--- src/rtl/pic_pkg.sv ---
package pic_pkg;

  localparam int NUM_RULES = 5;
  localparam int RULE_CLK  = 0;
  localparam int RULE_MISS = 1;
  localparam int RULE_OVL  = 2;
  localparam int RULE_ISO  = 3;
  localparam int RULE_ORD  = 4;

  // Index of the lowest set bit; 0 when none is set.
  function automatic int unsigned lowest_set(input logic [31:0] vec);
    int unsigned idx;
    idx = 0;
    for (int i = 31; i >= 0; i--) begin
      if (vec[i]) idx = i;
    end
    return idx;
  endfunction

  // Retention command placed where it does not belong.
  function automatic logic ret_overlap(input logic save, input logic restore,
                                       input logic stored, input logic pwr);
    return (save & (stored | ~pwr)) | (save & restore) | (restore & ~pwr);
  endfunction

  // Restore with nothing stored, or supply lost with nothing stored.
  function automatic logic ret_missing(input logic save, input logic restore,
                                       input logic stored, input logic pwr,
                                       input logic pwr_fall, input logic needed);
    return (restore & pwr & ~save & ~stored) | (pwr_fall & ~stored & needed);
  endfunction

endpackage

--- src/rtl/pic_dom_track.sv ---
module pic_dom_track
  import pic_pkg::*;
#(
  parameter bit IS_CHILD = 1'b1,
  parameter bit RET_REQ  = 1'b1
) (
  input  logic clk,
  input  logic rst_n,
  input  logic pwr,
  input  logic top_pwr,
  input  logic clk_on,
  input  logic iso,
  input  logic save,
  input  logic restore,
  input  logic opc,
  output logic ev_clk,
  output logic ev_miss,
  output logic ev_ovl,
  output logic ev_iso,
  output logic ev_ord,
  output logic stored
);

  logic pwr_q;
  logic pwr_fall;

  assign pwr_fall = pwr_q & ~pwr;

  assign ev_clk  = opc & ~pwr & clk_on;
  assign ev_ovl  = ret_overlap(save, restore, stored, pwr);
  assign ev_miss = ret_missing(save, restore, stored, pwr, pwr_fall, RET_REQ);
  assign ev_iso  = ~pwr & ~iso;
  assign ev_ord  = IS_CHILD ? (pwr & ~top_pwr) : 1'b0;

  always_ff @(posedge clk or negedge rst_n) begin
    if (!rst_n) begin
      pwr_q  <= 1'b0;
      stored <= 1'b0;
    end else begin
      pwr_q <= pwr;
      if (save && !restore && pwr)      stored <= 1'b1;
      else if (restore && !save && pwr) stored <= 1'b0;
    end
  end

endmodule

--- config.mk ---
export PLATFORM = sky130hd
export DESIGN_NAME = pic_dom_track
export DESIGN_NICKNAME = d
export VERILOG_FILES = /design/src/rtl/pic_pkg.sv /design/src/rtl/pic_dom_track.sv
export SDC_FILE = /design/constraint.sdc
export NUM_CORES = 1
export LEC_CHECK = 0
export BUFFER_PORTS_ARGS = -buffer_cell sky130_fd_sc_hd__buf_2
export CAP_MARGIN = 10
export CORE_AREA = 4 4 41 43
export CTS_CLUSTER_DIAMETER = 150
export DETAILED_ROUTE_END_ITERATION = 8
export DIE_AREA = 0 0 45 47
export PLACE_DENSITY = 0.3
export SYNTH_ARGS = -nofsm -noshare
export SYNTH_HDL_FRONTEND = slang
export SYNTH_SLANG_ARGS = --single-unit
export TNS_END_PERCENT = 5
--- constraint.sdc ---
create_clock -name clk -period 2.3 [get_ports clk]
set_clock_uncertainty 0.2 [all_clocks]
set_input_delay 0.23 -clock clk [delete_from_list [all_inputs] [get_ports clk]]
set_output_delay 0.23 -clock clk [all_outputs]
set_load 0.03 [all_outputs]
==> results of run 1 <==
[cell usage after synthesis]
library cell,count,share of area (%)
nor2b_1,1,5.2
o2bb2ai_1,1,7.3
dfrtp_1,2,42
nand2_1,1,3.1
o21ai_1,1,4.2
a21oi_1,3,12
nand2b_1,2,10
nor2_1,3,9.4
nand3b_1,1,6.3
[layer usage]
layer / vias to the layer above / part of all wire, %
met5: - / 0
met1: 74 / 38
li1: 91 / -
met3: 0 / 19
met2: 12 / 43
met4: 0 / 0
[path summary, 6_finish.rpt]
kind,to,start,slack (ns),depth (start not counted)
setup reg to reg,stored$_DFFE_PN0P_,stored$_DFFE_PN0P_,1.36,2
min in group asynchronous,pwr_q$_DFF_PN0_,rst_n,0.13,2
hold / removal,pwr_q$_DFF_PN0_,pwr,0.01,1
max in group asynchronous,stored$_DFFE_PN0P_,rst_n,1.68,2
setup / recovery,ev_ovl,stored$_DFFE_PN0P_,0.84,3
hold reg to reg,stored$_DFFE_PN0P_,stored$_DFFE_PN0P_,0.36,1
[registers in the layout (all words and copies together) (netlist names)]
signal,count
pwr_q,1
stored,1
[power breakdown]
part	leakage, nW	total (mW)	internal (mW)	switching, mW
Clock	0.0138	0.0766	0.0575	0.0191
Sequential	0.0221	0.0412	0.0385	0.00271
Combinational	0.0871	0.0427	0.0161	0.0266
Total	0.123	0.160	0.112	0.0484
[metrics by stage]
stage / instances / hold WS, ns
after floorplan: 15 / -0.266
after global placement: 44 / -0.186
after detailed placement: 44 / -0.183
after CTS: 48 / 0.00279
after global routing: 48 / 0.0116
final: 48 / 0.0109
[worst register-to-register path: stages, from the launching register on]
cell	delay [ns]
dfrtp_1	0.40
a21oi_1	0.13
o2bb2ai_1	0.09
[cells by family after synthesis]
group,after synthesis,share of synthesized area [%]
AOI/OAI and AO/OA,5,24.0
DFF,2,41.7
and+or+nand+nor,8,34.4
[cell type report]
| class | count | share of cell area, % |
|---|---|---|
| Sequential cell | 2 | 20.7 |
| Multi-Input combinational cell | 13 | 29.0 |
| Tap cell | 15 | 7.77 |
| Timing Repair Buffer | 15 | 33.2 |
| Clock buffer | 3 | 9.33 |
==> run summary, run 1 <==
Register bit total from synthesis -> 2
Critical Path Source Type -> flop
Setup_tns -> 0 ns
Clock tree buffer depth -> 2
Mean Syn Cell Area -> 8.01 sq um
Hpwl dp -> 321 microns
Pre-CTS WS -> 0.999 ns
WL/cell -> 8.38 microns
Remaining DRCs -> 0
Leak pwr -> 0.123 nW
H-tree Lvls -> 1
Maximum vdd drop -> 0.000142 V
Area Growth Syn to Fin -> 101%
Post-Syn Area -> 120 sq um
Worst-Margin Slew -> 0.157 ns
Final Slew Violations -> 0
Clock latency on the worst-skew pair -> 0.22 ns
Core Footprint -> 0.00130 sq mm
CTS Root Cell -> clkbuf_4
CP max stage cell -> dfrtp_1
Post-CTS Setup Inserts -> 0
Multi-input logic area -> 70.1 sq um
Ports -> 15
PD cells -> 665 mW/mm^2
Largest net degree at the start of global routing -> 10
Yosys Warn Count -> 0
Setup CP Type -> reg -> out
Final setup viols -> 0
Fmax -> 683 MHz
Final core occ -> 18.6%
Dpl cell area -> 209 sq um
Fin crit share -> 63.7%
Design Power -> 0.160 mW
Max-cap violations -> 0
Buffers on Ports -> 14
CP bufs+invs -> 1
Commonest non-fill, non-tap cell in the layout -> buf_2
Vias in the first global route -> 193
Sequential fraction of the synthesis area -> 41.7%
Grt total ovfl -> 0
Critical path arrival -> 1.03 ns
GRT Total Usage -> 5.61%
Starting Density -> 9.23%
Seq. cell area -> 50.0 sq um
Antenna fix cells -> 0
Met1 GRT Util -> 5.23%
CTS Buf Count -> 3
Antenna violations before repair -> 0
HP Class -> in -> reg
CP max FO -> 5
Via density -> 3.69
CP Cell Sequence -> o21ai_1 > a21oi_1 > buf_2
Commonest cells after routing, fill and taps aside -> buf_2 (14), a21oi_1 (3), nor2_1 (3), clkbuf_4 (3)
Gr busiest metal -> met4
Mapped Cells -> 15
Crit path capture type -> output port
CTS tree -> yes
Final setup margin -> 0.836 ns
Initial detailed-routing violation count -> 1
Die Area -> 0.00212 sq mm
Hold-fix buffers, CTS -> 1
Filler cells -> 158
Period minus WS final -> 1.46 ns
Number of iterations in the first detailed-routing pass -> 2
Syn nets -> 24
Max-slew headroom -> 89.6%
Unrepaired setup endpoints after global routing -> false
CTS resizes -> 0
WP data required -> 1.87 ns
Net count reported at finish -> 44
Die height -> 47 microns
FP Rows -> 13
Final Instance Area -> 241 sq um
Final Routed Wirelength -> 402 microns
Gpl congestion -> 0.563
Via Count -> 177
Library cells used by synthesis -> 9
GR Layer Usage met3 -> 4.60%
Routed Antenna Nets -> 0
Final Hold Violating Endpoints -> 0
Worst-path clk slew -> 0.03 ns
Fraction of layout cells with a size suffix above 1 -> 51.5%
First-pass GRT wire length -> 765 microns
Crit path largest cell delay -> 0.39 ns
Status -> complete, no violations
Die Width -> 45 microns
Met2 Use GR -> 6.78%
Family with the most delay on the worst path -> flip-flops
Clk sinks -> 2
(Power assumes the default switching activity.)
==> run 2: changes to the inputs <==
- clock period: 2.3 -> 1.3 ns (I/O delays scaled with it)
==> run 2 against run 1 <==
  * The run now ends with setup timing left
  * Non-clock buffer count rose by 3
  * Sequential power rose by 78%
  * Register-to-register slack lost 1.1 ns
  * Clock power is 80% higher
  * Global-route usage fell by 0.31 points
  * Worst setup slack worse by 0.84 ns
==> run summary, run 2 (synthesis gave the netlist of run 1 again) <==
Core Footprint -> 0.00130 sq mm
Net count reported at finish -> 47
Fin crit share -> 100%
Unrepaired setup endpoints after global routing -> true
Max-slew headroom -> 89.5%
Final Instance Area -> 289 sq um
PD cells -> 1070 mW/mm^2
Maximum vdd drop -> 0.000459 V
CP max stage cell -> dfrtp_1
Filler cells -> 157
Fraction of layout cells with a size suffix above 1 -> 58.3%
Buffers on Ports -> 14
Commonest cells after routing, fill and taps aside -> buf_2 (12), nor2_1 (3), clkbuf_4 (3), dlygate4sd3_1 (3)
Status -> complete, but fails checks
WL/cell -> 9.00 microns
Die Width -> 45 microns
CP bufs+invs -> 1
CTS Buf Count -> 3
CP Launch Point -> stored$_DFFE_PN0P_
Reg2reg setup slack -> 0.23 ns
Commonest non-fill, non-tap cell in the layout -> buf_2
Failing checks -> setup timing
Number of iterations in the first detailed-routing pass -> 2
Critical Path Source Type -> flop
Clock tree buffer depth -> 2
First-pass GRT wire length -> 752 microns
H-tree Lvls -> 1
Clock latency on the worst-skew pair -> 0.22 ns
Die height -> 47 microns
Design Power -> 0.308 mW
Fmax -> 766 MHz
Period minus WS final -> 1.31 ns
Remaining DRCs -> 0
Initial detailed-routing violation count -> 1
Worst R2R Path Depth -> 3
Worst-path clk slew -> 0.03 ns
Family with the most delay on the worst path -> flip-flops
Max-cap violations -> 0
CP max FO -> 4
Antenna violations before repair -> 0
Critical path arrival -> 0.98 ns
Final Slew Violations -> 0
Crit path to -> ev_ovl
Leak pwr -> 0.140 nW
GRT Total Usage -> 5.30%
Critical R2R Launch -> stored$_DFFE_PN0P_
Area Growth Syn to Fin -> 141%
Setup CP Type -> reg -> out
Fin cells -> 51
FP Rows -> 13
Biggest registers after layout -> pwr_q x1, stored x1
HP Class -> in -> async
Final core occ -> 22.2%
Crit path largest cell delay -> 0.41 ns
# placed instances -> 44
Crit path capture type -> output port
Clk sinks -> 2
Vias in the first global route -> 189
Final Hold Violating Endpoints -> 0
Reg2reg end -> stored$_DFFE_PN0P_
Via Count -> 189
Final Routed Wirelength -> 459 microns
Stages on worst setup path -> 3
Antenna fix cells -> 0
Largest net degree at the start of global routing -> 10
Ports -> 15
Gpl congestion -> 0.635
CTS tree -> yes
Via density -> 3.71
Routed Antenna Nets -> 0
Starting Density -> 9.23%
Final setup viols -> 1
Final setup margin -> -0.00544 ns
WP data required -> 0.97 ns
Dpl cell area -> 216 sq um
Grt total ovfl -> 0
Die Area -> 0.00212 sq mm
CP Cell Sequence -> o21ai_2 > a21oi_2 > buf_6
Worst-Margin Slew -> 0.157 ns
CTS Root Cell -> clkbuf_4
==> run 2: changes by cell type in the layout (fill, tap and decap cells not counted), sizes merged <==
cell / delta
dlygate4sd3: +2
buf: +1
==> run 2: worst min path at each step <==
stage,start,endpoint,slack (ns),depth (start not counted)
6_report,rst_n,stored$_DFFE_PN0P_,0.01,2
4_1_cts,rst_n,stored$_DFFE_PN0P_,0.003,2
3_5_place_dp,rst_n,stored$_DFFE_PN0P_,-0.28,1
2_1_floorplan,rst_n,pwr_q$_DFF_PN0_,-0.37,0
5_1_grt,rst_n,pwr_q$_DFF_PN0_,0.03,2
3_3_place_gp,rst_n,pwr_q$_DFF_PN0_,-0.28,1
==> run 2: through the flow <==
step / worst slack [ns] / hold slack (ns) / TNS (ns)
final: -0.00544 / 0.0145 / -0.00544
after detailed placement: 0.158 / -0.283 / 0
after global placement: 0.176 / -0.284 / 0
after global routing: -0.0600 / 0.0293 / -0.0663
after floorplan: -0.0341 / -0.366 / -0.0341
after CTS: -0.0356 / 0.00326 / -0.0356
==> run 2: where the power goes <==
group          total, mW  switching [mW]  internal [mW]
Clock              0.138          0.0361          0.102
Sequential        0.0735         0.00540         0.0681
Combinational     0.0965          0.0537         0.0429
Total              0.308          0.0951          0.213
==> run 2: area by class of cell <==
class / instances / area, sq um / share of cell area, %
Clock buffer: 3 / 22.5 / 7.79
Multi-Input combinational cell: 13 / 81.3 / 28.1
Sequential cell: 2 / 50.0 / 17.3
Tap cell: 15 / 18.8 / 6.49
Timing Repair Buffer: 18 / 116 / 40.3
==> run 2: layer usage <==
metal	global-route usage, %	up-vias	share of wire (%)
met5	0	-	0
met4	5.26	0	2.2
met3	3.45	2	13
met2	7.63	9	43
met1	5.01	83	41
li1	-	95	-
==> run 2: worst reg2reg max path, cell delays in order (launching register included) <==
cell	delay (ns)
dfrtp_1	0.41
buf_4	0.15
a21oi_1	0.11
o2bb2ai_1	0.09
==> run 2: repair_timing <==
| item | 4_1_cts | 5_1_grt |
|---|---|---|
| hold buffers | 3 | 0 |
| buffers inserted | 1 | 0 |
| setup endpoints to repair | 2 | 2 |
| pin swaps | 2 | 1 |
| hold endpoints to repair | 4 | 0 |
| gates resized for setup | 4 | 0 |
